--- config.mk ---
export PLATFORM = sky130hd
export DESIGN_NAME = fetch_window
export DESIGN_NICKNAME = d
export VERILOG_FILES = /design/src/rtl/fetch_window.sv
export SDC_FILE = /design/constraint.sdc
export NUM_CORES = 1
export LEC_CHECK = 0
export CAP_MARGIN = 10
export CELL_PAD_IN_SITES_DETAIL_PLACEMENT = 0
export CELL_PAD_IN_SITES_GLOBAL_PLACEMENT = 2
export CORE_AREA = 2 2 112 114
export CTS_BUF_LIST = sky130_fd_sc_hd__clkbuf_4
export DETAILED_ROUTE_END_ITERATION = 6
export DIE_AREA = 0 0 114 116
export PLACE_DENSITY_LB_ADDON = 0.12
export SYNTH_ARGS = -nofsm -noshare
export SYNTH_HDL_FRONTEND = slang
export SYNTH_SLANG_ARGS = --single-unit
--- constraint.sdc ---
create_clock -name clk -period 13 [get_ports clk]
set_clock_uncertainty 0.1 [all_clocks]
set_input_delay 1.3 -clock clk [delete_from_list [all_inputs] [get_ports clk]]
set_output_delay 1.3 -clock clk [all_outputs]
set_load 0.05 [all_outputs]
--- src/rtl/fetch_window.sv ---
module fetch_window #(
  parameter int POS_W = 9,
  parameter int CNT_W = 8,
  parameter int DLY = 4,
  parameter logic [POS_W-1:0] HARD_LO = 9'h014,
  parameter logic [POS_W-1:0] HARD_HI = 9'h0D4,
  parameter logic [POS_W-1:0] FREE_LO = 9'h004,
  parameter logic [POS_W-1:0] FREE_HI = 9'h0FF
) (
  input  logic             clk,
  input  logic             rst_n,
  input  logic [POS_W-1:0] hpos,
  input  logic [POS_W-1:0] line_len,
  input  logic             line_start,
  input  logic             last_line,
  input  logic             dma_en,
  input  logic             enh_mode,
  input  logic             lim_off,
  input  logic [1:0]       unit_sel,
  input  logic             wr_en,
  input  logic             wr_stop,
  input  logic [7:0]       wr_data,
  output logic             fetch_active,
  output logic [CNT_W-1:0] fetch_cnt,
  output logic             line_done
);

  localparam logic [POS_W-1:0] DLY_P    = POS_W'(DLY);
  localparam logic [POS_W-1:0] PARK_POS = POS_W'(256 + DLY);
  localparam logic [POS_W-1:0] NEVER    = {POS_W{1'b1}};

  typedef enum logic [3:0] {
    S_IDLE, S_ARMED, S_STARTED, S_ACTIVE, S_OPEN, S_OPEN_STOP,
    S_STOP, S_STOP_EFF, S_LAST, S_END
  } st_t;

  st_t st_q, sn;
  logic [POS_W-1:0] strt_q, strt_n, stop_q, stop_n;
  logic [POS_W-1:0] spend_q, spend_n, epend_q, epend_n;
  logic             carry_q, carry_n, restart;
  logic [CNT_W-1:0] cnt_q, cnt_n, unit_mask;
  logic [POS_W-1:0] hard_lo, hard_hi, arm_pos, wr_int, base;
  logic [7:0]       wr_m;
  logic             go, strt_wr, stop_wr, start_cancel, stop_block, open_ok, on_bound;

  assign hard_lo      = lim_off ? FREE_LO : HARD_LO;
  assign hard_hi      = lim_off ? FREE_HI : HARD_HI;
  assign unit_mask    = (CNT_W'(4) << unit_sel) - CNT_W'(1);
  assign wr_m         = wr_data & (enh_mode ? 8'hFE : 8'hFC);
  assign wr_int       = POS_W'(wr_m) - DLY_P;
  assign strt_wr      = wr_en && !wr_stop;
  assign stop_wr      = wr_en && wr_stop;
  assign go           = dma_en || enh_mode;
  assign arm_pos      = enh_mode ? strt_q : HARD_LO;
  assign start_cancel = strt_wr && (hpos == strt_q);
  assign stop_block   = stop_wr && ((hpos == stop_q) || (hpos == wr_int));
  assign open_ok      = !enh_mode || lim_off || (hpos >= hard_lo + DLY_P);
  assign on_bound     = (cnt_q & unit_mask) == '0;

  function automatic logic counting(st_t s);
    return s inside {S_ACTIVE, S_OPEN, S_OPEN_STOP, S_STOP, S_STOP_EFF, S_LAST};
  endfunction

  always_comb begin
    sn      = st_q;
    strt_n  = strt_q;
    stop_n  = stop_q;
    spend_n = spend_q;
    epend_n = epend_q;
    carry_n = carry_q;
    restart = 1'b0;
    base    = strt_q;

    if (line_start) begin
      if (st_q >= S_LAST) sn = S_IDLE;
      spend_n = PARK_POS;
      epend_n = PARK_POS;
      if (enh_mode) begin
        base   = (stop_q > line_len) ? '0 : strt_q;
        strt_n = (base < hard_lo) ? hard_lo : base;
        if (carry_q) begin
          carry_n = 1'b0;
          if (!last_line) begin
            sn      = dma_en ? S_ACTIVE : S_OPEN;
            restart = 1'b1;
          end
        end
      end
    end else begin
      if (go && hpos == arm_pos && (sn == S_IDLE || sn >= S_LAST))
        sn = S_ARMED;

      if (go && hpos == strt_q && sn == S_ARMED) begin
        if (start_cancel) spend_n = line_len;
        else begin
          sn      = S_STARTED;
          spend_n = hpos + DLY_P;
        end
      end

      if (sn == S_STARTED && hpos == spend_q) begin
        restart = !last_line;
        if (last_line)             sn = S_END;
        else if (dma_en && open_ok) sn = S_ACTIVE;
        else                       sn = S_OPEN;
      end else if (sn == S_OPEN && dma_en && open_ok && !last_line) begin
        sn = S_ACTIVE;
      end else if (sn == S_ACTIVE && !dma_en) begin
        sn = S_OPEN;
      end

      if (hpos == stop_q && !stop_block && (sn == S_ACTIVE || sn == S_OPEN)) begin
        sn      = (sn == S_OPEN) ? S_OPEN_STOP : S_STOP;
        epend_n = hpos + DLY_P;
      end else if (hpos == epend_q && (sn == S_STOP || sn == S_OPEN_STOP)) begin
        sn = S_STOP_EFF;
      end

      if (hpos == hard_hi && sn >= S_ACTIVE && sn < S_STOP_EFF) begin
        if (enh_mode && (sn == S_ACTIVE || sn == S_OPEN)) carry_n = 1'b1;
        sn = S_STOP_EFF;
      end

      if (on_bound && !restart) begin
        if (sn == S_LAST)          sn = S_END;
        else if (sn == S_STOP_EFF) sn = S_LAST;
      end
    end

    if (strt_wr) strt_n = wr_int;
    if (stop_wr) stop_n = wr_int;

    if (restart)           cnt_n = CNT_W'(1);
    else if (counting(sn)) cnt_n = cnt_q + CNT_W'(1);
    else                   cnt_n = cnt_q;
  end

  always_ff @(posedge clk) begin
    if (!rst_n) begin
      st_q    <= S_IDLE;
      strt_q  <= NEVER;
      stop_q  <= NEVER;
      spend_q <= PARK_POS;
      epend_q <= PARK_POS;
      carry_q <= 1'b0;
      cnt_q   <= '0;
    end else begin
      st_q    <= sn;
      strt_q  <= strt_n;
      stop_q  <= stop_n;
      spend_q <= spend_n;
      epend_q <= epend_n;
      carry_q <= carry_n;
      cnt_q   <= cnt_n;
    end
  end

  assign fetch_active = dma_en && (st_q inside {S_ACTIVE, S_STOP, S_STOP_EFF, S_LAST});
  assign fetch_cnt    = cnt_q;
  assign line_done    = st_q == S_END;

endmodule

==> results.txt, run 1 <==
The first-pass GRT wire length came out at approximately 19000 µm. Entering global routing, the biggest net connects 26 pins. The critical path class is in2reg.

The worst slack at placement is between 6000 and 7000 ps. In this run the clock root is driven by a sky130_fd_sc_hd__clkbuf_4. The total nets after synthesis came out at 556. The normalized max-slew margin is about a third. The worst register-to-register path has a setup slack of just over 8000 ps. The global routing usage summed across all routing layers came out at roughly a fifth. The die is ~120 µm tall.

The number of ports placed on the die boundary is 47. In this run the worst hold path is classified as reg2reg. By instance count, the cell type seen most on the critical path is sky130_fd_sc_hd__nand2b_1.

The synthesis-to-finish area growth is 14.6%. From left edge to right edge, the die measures 114 µm. The count of buffers added by post-CTS timing repair for setup is 0. The share of async-settable or async-resettable flops after synthesis is 0%. The largest individual stage delay along the critical path comes from the cell sky130_fd_sc_hd__clkdlybuf4s50_1. The average size of a mapped cell is between 7 and 8 µm². In this run the worst setup path begins at hpos[5]. For the worst flop-to-flop path, the logic depth is 13.

The max-slew violation count came out at 0. The final antenna-violating net count is 0. In the final timing run, aggregate negative setup slack is 0 ps. The critical path data required time came out at about 13000 ps. For the worst-skew pair, the clock arrives at the later sink with an insertion delay of between 400 and 500 ps. The routed length per instance came out at between 15 and 20 µm. The die area is between 10000 and 15000 µm². In this run the critical register-to-register path is captured at fetch_cnt[5]. The aggregate routed wire length is between 10000 and 15000 µm. The kind of launch point of the worst setup path is a primary input.

The minimum clock period after layout came out at between 6000 and 7000 ps. The weighted congestion at the end of routability-driven global placement is ~0.84. The post-CTS clock slew at the launch and capture registers of the worst setup and hold paths came out at approximately 160 ps. The synthesized instance count is around 500.

The depth of the CTS H-tree is 2. Setup violations remaining at the end of the flow were counted as 0. The iteration-0 DRC count of the detailed router is approximately 190. The initial cell density of the core came out at roughly a third. For this design the static power due to leakage is roughly 1.7 nW.

The startpoint of the most critical register-to-register path is strt_q[5]. The summed instance area of the synthesized netlist is between 3000 and 4000 µm². The worst setup path is captured at a flip-flop.

The critical path goes through clkdlybuf4s50_1, nand2b_1, o2111ai_1, o41ai_2, nand2b_1, a211oi_4, o221ai_2, and2_1, a221o_1, a2111oi_4, a311oi_2, or4_4, a2111oi_2, mux2i_1. The cell count after placement is roughly 670. The count of placed standard cells in the final layout, fillers left out is 680.

The leading register cell type out of synthesis is sky130_fd_sc_hd__dfxtp_1. The net total in the final layout came out at between 500 and 600. The ratio of total power to cell area is 74.8 nW/µm². The worst-case vdd ir drop came out at ~0.051 mV.

The least setup slack across all paths after layout is roughly 6700 ps. The share of layout cells above drive strength 1 came out at 6.94%. The yosys synthesis warning count came out at 0. The HPWL reported at the end of detailed placement came out at 9430 µm. The number of global-route vias before repair came out at ~3600. In this run the worst path has a maximum fanout of 12. The buffer depth of the longest clock path came out at 2. The final critical-path share of the clock period is approximately 48%. The run finished with clean final reports.

The total overflow left after global routing is 0. Setup repair after global routing left no endpoint under its margin. The count of hold buffers inserted by post-cts repair is 0. The number of cells on the worst hold path came out at 2.

The core footprint came out at approximately 12000 µm². The number of detailed-route iterations in the first pass is 4. The share of the yosys chip area belonging to registers came out at between 20% and 30%. Buffers placed on the I/O ports in this run total 45. Counting flops with a built-in enable in the synthesized netlist gives 0. The count of state elements after synthesis came out at 49.

In the routed layout, each cell is associated on average with a via count of around 5.5. The worst stage delay on the critical path came out at around 750 ps. The number of antenna violations at the first check in global routing is 0. The slew at the pin with the worst max-slew slack came out at approximately 1000 ps. The cell row count came out at 40. The number of diodes added for antenna fixing is 0.

The post-cts repair resize count came out at 0. The final-report hold violation count came out at 0. For this design, the sink count on the clock tree is 49. The data arrival time of the critical path is about 6500 ps. Derived from the worst setup path, the maximum achievable clock frequency is ~160 MHz. The reported max-cap violation count came out at 0. For this block, the via count after detailed routing is 3762. The share of the core filled with cells came out at a little under two fifths. The number of clock buffers inserted by TritonCTS is 5. The count of different cell masters after synthesis came out at 76.

After detailed routing, the number of remaining DRC violations is 0. Following the worst setup path forward leads to its endpoint at fetch_cnt[5]. The CTS tree is yes.
[cell families after synthesis]
kind of cell    count (synthesis)  share of synthesized area, %
simple gates                  198                          25.1
compound gates                136                          27.5
buf+inv                        52                          5.86
flops                          49                          24.7
xor+xnor                       36                          7.94
fa+ha+maj                      17                          5.36
mux                            14                          3.53
[synthesized netlist by cell type (all sizes together) (4+ instances only)]
cell / instances / share of area, %
a2111oi: 5 / 2.2
a211oi: 11 / 2.5
a21boi: 4 / 0.76
a21oi: 23 / 3.0
and2: 7 / 1.1
and3: 6 / 0.98
buf: 11 / 1.9
clkbuf: 12 / 1.1
dfxtp: 49 / 25
ha: 17 / 5.4
inv: 29 / 2.8
mux2i: 14 / 3.5
nand2: 50 / 4.7
nand2b: 11 / 1.7
nand3: 22 / 2.8
nand4: 9 / 1.4
nor2: 48 / 4.6
nor2b: 8 / 1.3
nor3: 10 / 1.3
nor4: 9 / 1.8
o211ai: 22 / 4.2
o21a: 10 / 1.9
o21ai: 19 / 2.4
or3: 5 / 0.79
xnor2: 16 / 3.5
xor2: 20 / 4.4
[routing by layer]
metal  vias up  wire [µm]  GRT usage, %
met5         -          0             0
met4         0        161          4.55
met3        12        417          3.09
met2        67       5950          33.4
met1      1784       5520          24.0
li1       1899          -             -
[sequential cells by signal, indices dropped and copies added, names as in the netlist]
register   count
carry_q        1
spend_q        9
fetch_cnt      8
strt_q         9
st_q           4
stop_q         9
epend_q        9
[power by group]
part           switching, mW  internal (mW)
Combinational         0.0543         0.0395
Clock                 0.0565         0.0256
Sequential           0.00815          0.156
Total                  0.119          0.221
[worst min-delay path by stage]
| stage | startpoint | to | slack, ps |
|---|---|---|---|
| final | strt_q[0] | strt_q[0] | 370 |
| after global placement | strt_q[0] | strt_q[0] | 350 |
| after detailed placement | strt_q[0] | strt_q[0] | 350 |
| after floorplan | strt_q[0] | strt_q[0] | 340 |
| after CTS | strt_q[0] | strt_q[0] | 370 |
| after global routing | strt_q[0] | strt_q[0] | 420 |
[per-stage QoR]
stage | total power [mW] | area, µm² | hold slack, ps
2_1_floorplan | 0.230 | 3970 | 337
3_3_place_gp | 0.262 | 4490 | 352
3_5_place_dp | 0.262 | 4490 | 352
4_1_cts | 0.347 | 4550 | 373
5_1_grt | 0.363 | 4550 | 418
6_report | 0.340 | 4550 | 372
[cell usage in the layout (no fill, tap or decap), types with 3 or more instances in the layout]
| cell type | instances |
|---|---|
| sky130_fd_sc_hd__nand4_1 | 9 |
| sky130_fd_sc_hd__clkbuf_4 | 7 |
| sky130_fd_sc_hd__clkdlybuf4s50_1 | 45 |
| sky130_fd_sc_hd__o21ai_0 | 19 |
| sky130_fd_sc_hd__o2111ai_1 | 3 |
| sky130_fd_sc_hd__nand2_1 | 50 |
| sky130_fd_sc_hd__nor2_1 | 47 |
| sky130_fd_sc_hd__o21bai_1 | 3 |
| sky130_fd_sc_hd__nor3_1 | 10 |
| sky130_fd_sc_hd__o31a_1 | 3 |
| sky130_fd_sc_hd__a211oi_1 | 9 |
| sky130_fd_sc_hd__xnor2_1 | 16 |
| sky130_fd_sc_hd__and4_1 | 3 |
| sky130_fd_sc_hd__nand2b_1 | 11 |
| sky130_fd_sc_hd__mux2i_1 | 14 |
| sky130_fd_sc_hd__inv_1 | 27 |
| sky130_fd_sc_hd__and2_1 | 7 |
| sky130_fd_sc_hd__nor4_1 | 8 |
| sky130_fd_sc_hd__a2111oi_2 | 4 |
| sky130_fd_sc_hd__a31o_2 | 3 |
| sky130_fd_sc_hd__or3_1 | 5 |
| sky130_fd_sc_hd__a21oi_1 | 22 |
| sky130_fd_sc_hd__and3_1 | 5 |
| sky130_fd_sc_hd__o31ai_1 | 3 |
| sky130_fd_sc_hd__a21boi_0 | 4 |
| sky130_fd_sc_hd__dfxtp_1 | 49 |
| sky130_fd_sc_hd__nand3_1 | 22 |
| sky130_fd_sc_hd__ha_1 | 17 |
| sky130_fd_sc_hd__o21a_1 | 9 |
| sky130_fd_sc_hd__o211ai_1 | 22 |
| sky130_fd_sc_hd__nor2b_1 | 8 |
| sky130_fd_sc_hd__xor2_1 | 20 |
[critical path, delay by kind of cell]
family | cells | cell delay [ps]
compound gates | 8 | 2820
buf+inv | 1 | 750
mux | 1 | 220
simple gates | 4 | 1450
[layout make-up]
class | count | area, µm²
fill | 1311 | 7360
clock buffer | 7 | 52.6
timing repair buffer | 46 | 458
sequential | 49 | 981
clock inverter | 1 | 7.51
multi-input combinational | 401 | 2760
tap | 147 | 184
inverter | 29 | 111
Note: power is estimated with default switching activity, not from simulation.
==> inputs of run 2 (changes only) <==
Settings changed: CORE_AREA 2 2 112 114 to 2 2 117 119, DIE_AREA 0 0 114 116 to 0 0 119 121.
Clock period 13 ns to 5.6 ns, I/O delays scaled along.
==> run 2 against run 1 <==
Net effect:
- setup slack worse by 6100 ps
- count of clock-buffer cells in the layout down 1
- power up 150%
- global-route usage down 0.12 points
- via count up 3.9%
- critical path depth unchanged
- critical endpoint unchanged
- largest power group unchanged
==> results.txt, run 2 (synthesis gave the netlist of run 1 again) <==
The flow ran to the end, and the final reports show no timing, DRC or antenna violations. The share of the core filled with cells is 37.1% (-1.1 points). STA classifies the critical path startpoint as a primary input. The critical path's slowest cell is sky130_fd_sc_hd__or4_4. The number of global-route vias before repair came out at 3862 (+7.4%). The normalized max-slew margin came out at 35.8% (+1.6 points). The overall power of the completed layout came out at 0.849 mW (+150%). The internal reg-to-reg setup slack is 900 ps (-7160 ps). The core footprint is 13100 µm² (+9.9%). The worst-case vdd ir drop is 0.110 mV (+120%).

The routed length per instance came out at 17.6 µm (-0.95%). The count of buffers added by post-CTS timing repair for setup came out at 0 (unchanged). The buffer depth of the longest clock path came to 2 (unchanged). The depth of the CTS H-tree is 2 (unchanged). The die area came out at 14400 µm² (+8.9%). The residual overflow from global routing came to 0 (unchanged). The post-route standard cell area excluding fillers came out at 4860 µm² (+6.8%). The net total in the final layout came out at 619 (+5.6%).

The slew at the pin with the worst max-slew slack came out at 960 ps (-23.9 ps). The post-CTS clock slew at the launch and capture registers of the worst setup and hold paths is 160 ps (about the same). Setup repair after global routing left no endpoint under its margin. The final antenna-violating net count came to 0 (unchanged). The worst hold margin came out at 373 ps (+0.681 ps). The most common cell after layout, fill and taps aside is sky130_fd_sc_hd__nand2_1. The count of cells along the worst register-to-register path is 13 (unchanged).

The largest driver fanout on the critical path was 8 (-4). The post-cts repair resize count came out at 0 (unchanged). The setup TNS after final layout came out at 0 ps (unchanged). The leakage power total was 1.91 nW (+9.9%).

The path class of the tightest hold or removal check is reg2reg. The final critical-path share of the clock period came out at around nine tenths. The TritonCTS sink count is 49 (unchanged). The startpoint identified for the worst hold timing path is strt_q[0]. The multi-input logic area is 2760 µm² (unchanged). The number of cells on the worst hold path is 2 (unchanged). The max-slew violation count came out at 0 (unchanged). The number of fill cells was 1375 (+4.9%). The worst path needs 5010 ps of the cycle, external delays included.

The die extent in y is 121 µm (+4.3%). The number of clock buffers inserted by TritonCTS was 5 (unchanged). The startpoint of the most critical register-to-register path is strt_q[5]. The number of detailed-route iterations in the first pass is 4 (unchanged). Derived from the worst setup path, the maximum achievable clock frequency is about 200 MHz.

The number of setup violations in the final report is 0 (unchanged). The initial cell density of the core is 30.3% (-3.0 points). The count of port buffers added during placement was 45 (unchanged). The number of ports placed on the die boundary is 47 (unchanged).

The cell row count came out at 42 (+5.0%). The overall die width is 119 µm (+4.4%). The weighted congestion at the end of routability-driven global placement was 0.881 (+4.6%). The cell family with the largest share of critical-path delay is compound AO/OA/AOI/OAI gates.

The data arrival time of the critical path came to 5260 ps (-1280 ps). The combined flip-flop and latch cell area came out at 981 µm² (unchanged). The signal on the critical path passes through clkdlybuf4s50_1, nand2b_1, o2111ai_1, o41ai_2, nand2b_1, a211oi_4, o221a_2, nor2_2, a211o_1, a2111oi_4, a221oi_1, or4_4, a2111oi_2, mux2i_1. The reported max-cap violation count is 0 (unchanged). In the layout the commonest cells are sky130_fd_sc_hd__nand2_1 (50), sky130_fd_sc_hd__dfxtp_1 (49), sky130_fd_sc_hd__nor2_1 (47). The final-report hold violation count is 0 (unchanged). The iteration-0 DRC count of the detailed router was 240 (+24%).

The number of buffer and inverter stages on the critical path is 1 (unchanged). The clock latency at the later pin of the worst-skew pair is 410 ps (about the same). The number of remaining DRC errors was 0 (unchanged). The critical path data required time is 5860 ps (-7400 ps). The total cell area at the placement stage is 4770 µm² (+6.3%).

The pin count of the biggest net entering global routing came to 26 (unchanged). The first-pass GRT wire length is 21000 µm (+8.5%). The critical path is of the in2reg type. The total number of vias is 3910 (+3.9%).

The endpoint identified for the worst register-to-register timing path is fetch_cnt[5]. The HPWL reported at the end of detailed placement came out at 10400 µm (+10%). The number of antenna violations at the first check in global routing is 1 (+1).

The ratio of routed vias to standard cells is 5.26 (-4.9%). The global routing usage summed across all routing layers is 18.7% (-0.12 points). TritonCTS built the clock tree. The cell that appears most often on the critical path is sky130_fd_sc_hd__nand2b_1. The synthesis-to-finish area growth is 22.4%. The ratio of total power to cell area is 175 nW/µm² (+130%). The share of layout cells above drive strength 1 came out at 12.4% (+5.4 points).

The worst setup path is captured at a flip-flop. The aggregate routed wire length came out at 13000 µm (+8.2%). The count of hold buffers inserted by post-cts repair is 0 (unchanged). The cell sitting at the root of the clock tree is a sky130_fd_sc_hd__clkbuf_4. The hold path endpoint is strt_q[0].

The worst stage delay on the critical path came out at 570 ps (-180 ps).
run 2: cell count changes in the layout (fill, tap and decap cells not counted):
cell / before / now
sky130_fd_sc_hd__clkbuf_4: 7 / 6
sky130_fd_sc_hd__clkinv_4: 0 / 1
sky130_fd_sc_hd__buf_4: 1 / 34
sky130_fd_sc_hd__diode_2: 0 / 1
sky130_fd_sc_hd__bufinv_16: 0 / 1
sky130_fd_sc_hd__clkinvlp_4: 1 / 0
run 2: worst max path at each step:
stage,start,end,slack (ps),cells after the start
2_1_floorplan,hpos[7],fetch_cnt[5],1140,14
3_3_place_gp,hpos[7],fetch_cnt[5],160,14
3_5_place_dp,hpos[7],fetch_cnt[5],170,14
4_1_cts,hpos[7],fetch_cnt[5],610,14
5_1_grt,hpos[7],fetch_cnt[5],330,14
6_report,hpos[0],fetch_cnt[5],590,14
run 2: per-stage QoR:
step | setup WS (ps) | cells
final | 593 | 743
after global routing | 335 | 743
after CTS | 615 | 742
after detailed placement | 166 | 734
after global placement | 156 | 734
after floorplan | 1140 | 502
run 2: tightest hold or removal path: cells and delay by family, from the launching register on:
family	cells	cell delay, ps
flops	1	340
simple gates	2	110
run 2: metal layers:
| metal | up-vias | wire (µm) | global-route usage (%) |
|---|---|---|---|
| met4 | 0 | 156 | 4.91 |
| met5 | - | 0 | 0 |
| li1 | 1963 | - | - |
| met3 | 10 | 418 | 2.87 |
| met1 | 1862 | 6230 | 24.8 |
| met2 | 75 | 6250 | 31.9 |
run 2: layout make-up:
| type | instances | area share [%] |
|---|---|---|
| diodes | 1 | 0.0515 |
| clock buffers | 6 | 0.927 |
| clock inverters | 2 | 0.798 |
| inverters | 29 | 2.29 |
| multi-input cells | 401 | 56.7 |
| flip-flops and latches | 49 | 20.2 |
| well taps | 176 | 4.53 |
| repair buffers | 79 | 14.5 |
run 2: power by group:
group | internal [mW] | leakage, nW | switching (mW) | total [mW]
logic | 0.105 | 1.46 | 0.130 | 0.235
clock network | 0.100 | 0.0459 | 0.130 | 0.230
registers | 0.363 | 0.400 | 0.0215 | 0.384
total | 0.567 | 1.91 | 0.282 | 0.849
==> inputs of run 3 (changes only) <==
Settings changed: CELL_PAD_IN_SITES_DETAIL_PLACEMENT 0 to unset, CELL_PAD_IN_SITES_GLOBAL_PLACEMENT 2 to unset, CORE_AREA 2 2 117 119 to 2 2 112 114, DIE_AREA 0 0 119 121 to 0 0 114 116.
==> run 3 against run 2 <==
Net effect:
- clock power down 20%
- non-clock buffer count down 9
- global-route usage down 0.14 points
- power down 6.3%
- die area down 8.2%
- routed wire length down 8.7%
- register-to-register slack better by 120 ps
- critical endpoint unchanged
- highest routed layer unchanged
==> results.txt, run 3 (synthesis gave the netlist of run 1 again) <==
The run finished with clean final reports. The kind of launch point of the worst setup path is a primary input. The number of remaining DRC errors is 0 (unchanged). The total cell area at the placement stage was 4670 µm² (-2.2%). The combined flip-flop and latch cell area was 981 µm² (unchanged).

The global routing usage summed across all routing layers is 18.6% (-0.14 points). Signal routing reaches up to met4. The post-CTS clock slew at the launch and capture registers of the worst setup and hold paths came to 160 ps (about the same). The routed length per instance is 16.9 µm (-3.6%). The slew at the pin with the worst max-slew slack is 1140 ps (+179 ps). The pin count of the biggest net entering global routing came to 26 (unchanged). The weighted congestion at the end of routability-driven global placement came out at 0.859 (-2.5%). The die area is 13200 µm² (-8.2%). The post-cts repair resize count came out at 0 (unchanged).

The total number of vias is 3909 (-0.026%). The number of ports placed on the die boundary is 47 (unchanged). The number of setup violations in the final report came out at 0 (unchanged). The aggregate routed wire length came to 11900 µm (-8.7%).

The overall power of the completed layout was 0.795 mW (-6.3%). The share of layout cells above drive strength 1 came to 11.0% (-1.4 points). The leakage power total is 1.85 nW (-2.9%). The initial cell density of the core came out at 33.3% (+3.0 points). The final antenna-violating net count is 0 (unchanged).

The number of global-route vias before repair was 3706 (-4.0%). The buffer depth of the longest clock path is 2 (unchanged). The number of diodes added for antenna fixing was 0 (-1). The TritonCTS sink count is 49 (unchanged). The largest driver fanout on the critical path came out at 7 (-1). The count of port buffers added during placement is 45 (unchanged). The ratio of total power to cell area was 168 nW/µm² (-3.7%).

The setup TNS after final layout was 0 ps (unchanged). The post-route standard cell area excluding fillers came out at 4730 µm² (-2.7%). The depth of the CTS H-tree is 2 (unchanged). The data arrival time of the critical path came out at 5190 ps (-70 ps).

The residual overflow from global routing is 0 (unchanged). The number of clock buffers inserted by TritonCTS came out at 5 (unchanged). The minimum clock period after layout came out at 4940 ps (-67.1 ps). The cell row count came out at 40 (-4.8%). The overall die width was 114 µm (-4.2%).

In the layout the commonest cells are sky130_fd_sc_hd__nand2_1 (50), sky130_fd_sc_hd__dfxtp_1 (49), sky130_fd_sc_hd__nor2_1 (47). The final-report hold violation count came out at 0 (unchanged). The multi-input logic area came to 2760 µm² (unchanged). The count of placed standard cells in the final layout, fillers left out is 704 (-5.2%). The worst-case vdd ir drop came out at 0.0958 mV (-13%).

The clock latency at the later pin of the worst-skew pair is 410 ps (about the same). The number of detailed-route iterations in the first pass was 5 (+1). The total length of routed met2 wires was 5460 µm (-13%). The max-slew violation count is 0 (unchanged).

The critical path class is in2reg. The ratio of routed vias to standard cells came out at 5.55 (+5.5%). The normalized max-slew margin is 23.8% (-12 points). The first-pass GRT wire length is 19300 µm (-7.9%). The highest clock rate came to 202 MHz (+1.4%). The total length of routed met3 wires came out at 540 µm (+29%). The reported max-cap violation count was 0 (unchanged). Setup repair after global routing left no endpoint under its margin.

The count of buffers added by post-CTS timing repair for setup came out at 0 (unchanged). The worst setup path is captured at a flip-flop. The critical path data required time came out at 5850 ps (about the same). The net total in the final layout is 610 (-1.5%).

The library cell used most frequently in the layout, excluding fill and tap cells, is sky130_fd_sc_hd__nand2_1. The path class of the tightest hold or removal check is reg2reg. The share of the core filled with cells is 39.7% (+2.6 points). The die extent in y is 116 µm (-4.1%). The synthesis-to-finish area growth is 19.1%. The cell count after placement is 696 (-5.2%). The root buffer cell is sky130_fd_sc_hd__clkbuf_4. The length of routed wiring on met1 is 5590 µm (-10%).

The HPWL reported at the end of detailed placement came to 9520 µm (-8.6%). The number of antenna violations at the first check in global routing is 0 (-1). The count of hold buffers inserted by post-cts repair came out at 0 (unchanged).

The core footprint came out at 11900 µm² (-9.0%). The final critical-path share of the clock period is 88.2% (-1.2 points). The number of fill cells came out at 1230 (-11%). The iteration-0 DRC count of the detailed router came out at 283 (+18%). The CTS tree is yes.
[run 3: critical path: stages]
cell and delay (ps):
sky130_fd_sc_hd__clkdlybuf4s50_1 620, sky130_fd_sc_hd__buf_4 250, sky130_fd_sc_hd__xnor2_1 130, sky130_fd_sc_hd__nand4_1 110
sky130_fd_sc_hd__nor4_1 330, sky130_fd_sc_hd__buf_4 200, sky130_fd_sc_hd__nand2_1 110, sky130_fd_sc_hd__a2111oi_2 390
sky130_fd_sc_hd__o221a_2 320, sky130_fd_sc_hd__nor2_2 80, sky130_fd_sc_hd__a211o_1 280, sky130_fd_sc_hd__a2111oi_4 470
sky130_fd_sc_hd__a221oi_1 130, sky130_fd_sc_hd__or4_4 570, sky130_fd_sc_hd__a2111oi_2 410, sky130_fd_sc_hd__mux2i_1 220
[run 3: worst paths after layout]
kind | startpoint | end | slack, ps | cells after the start
worst max-delay path | hpos[1] | fetch_cnt[5] | 660 | 16
worst min-delay path | strt_q[0] | strt_q[0] | 370 | 2
worst max register to register | strt_q[5] | fetch_cnt[5] | 1020 | 14
worst min register to register | strt_q[0] | strt_q[0] | 370 | 2
[run 3: area by class of cell]
type,count,area share [%]
flip-flops and latches,49,20.7
well taps,147,3.89
clock inverters,3,0.450
repair buffers,70,13.5
inverters,29,2.35
multi-input cells,401,58.3
clock buffers,5,0.794
[run 3: layer usage]
| metal | GRT usage (%) | vias to the layer above |
|---|---|---|
| li1 | - | 1938 |
| met1 | 24.4 | 1847 |
| met2 | 30.6 | 104 |
| met3 | 3.14 | 20 |
| met4 | 7.15 | 0 |
| met5 | 0 | - |
[run 3: power by group]
group | total, mW | switching (mW) | internal, mW
clock | 0.184 | 0.134 | 0.0500
combinational | 0.229 | 0.128 | 0.101
sequential | 0.382 | 0.0193 | 0.363
[run 3: stage by stage]
| stage | hold slack [ps] | setup WS [ps] |
|---|---|---|
| floorplan | 337 | 1140 |
| global placement | 349 | 230 |
| detailed placement | 350 | 202 |
| CTS | 372 | 646 |
| global route | 393 | 306 |
| finish | 371 | 660 |
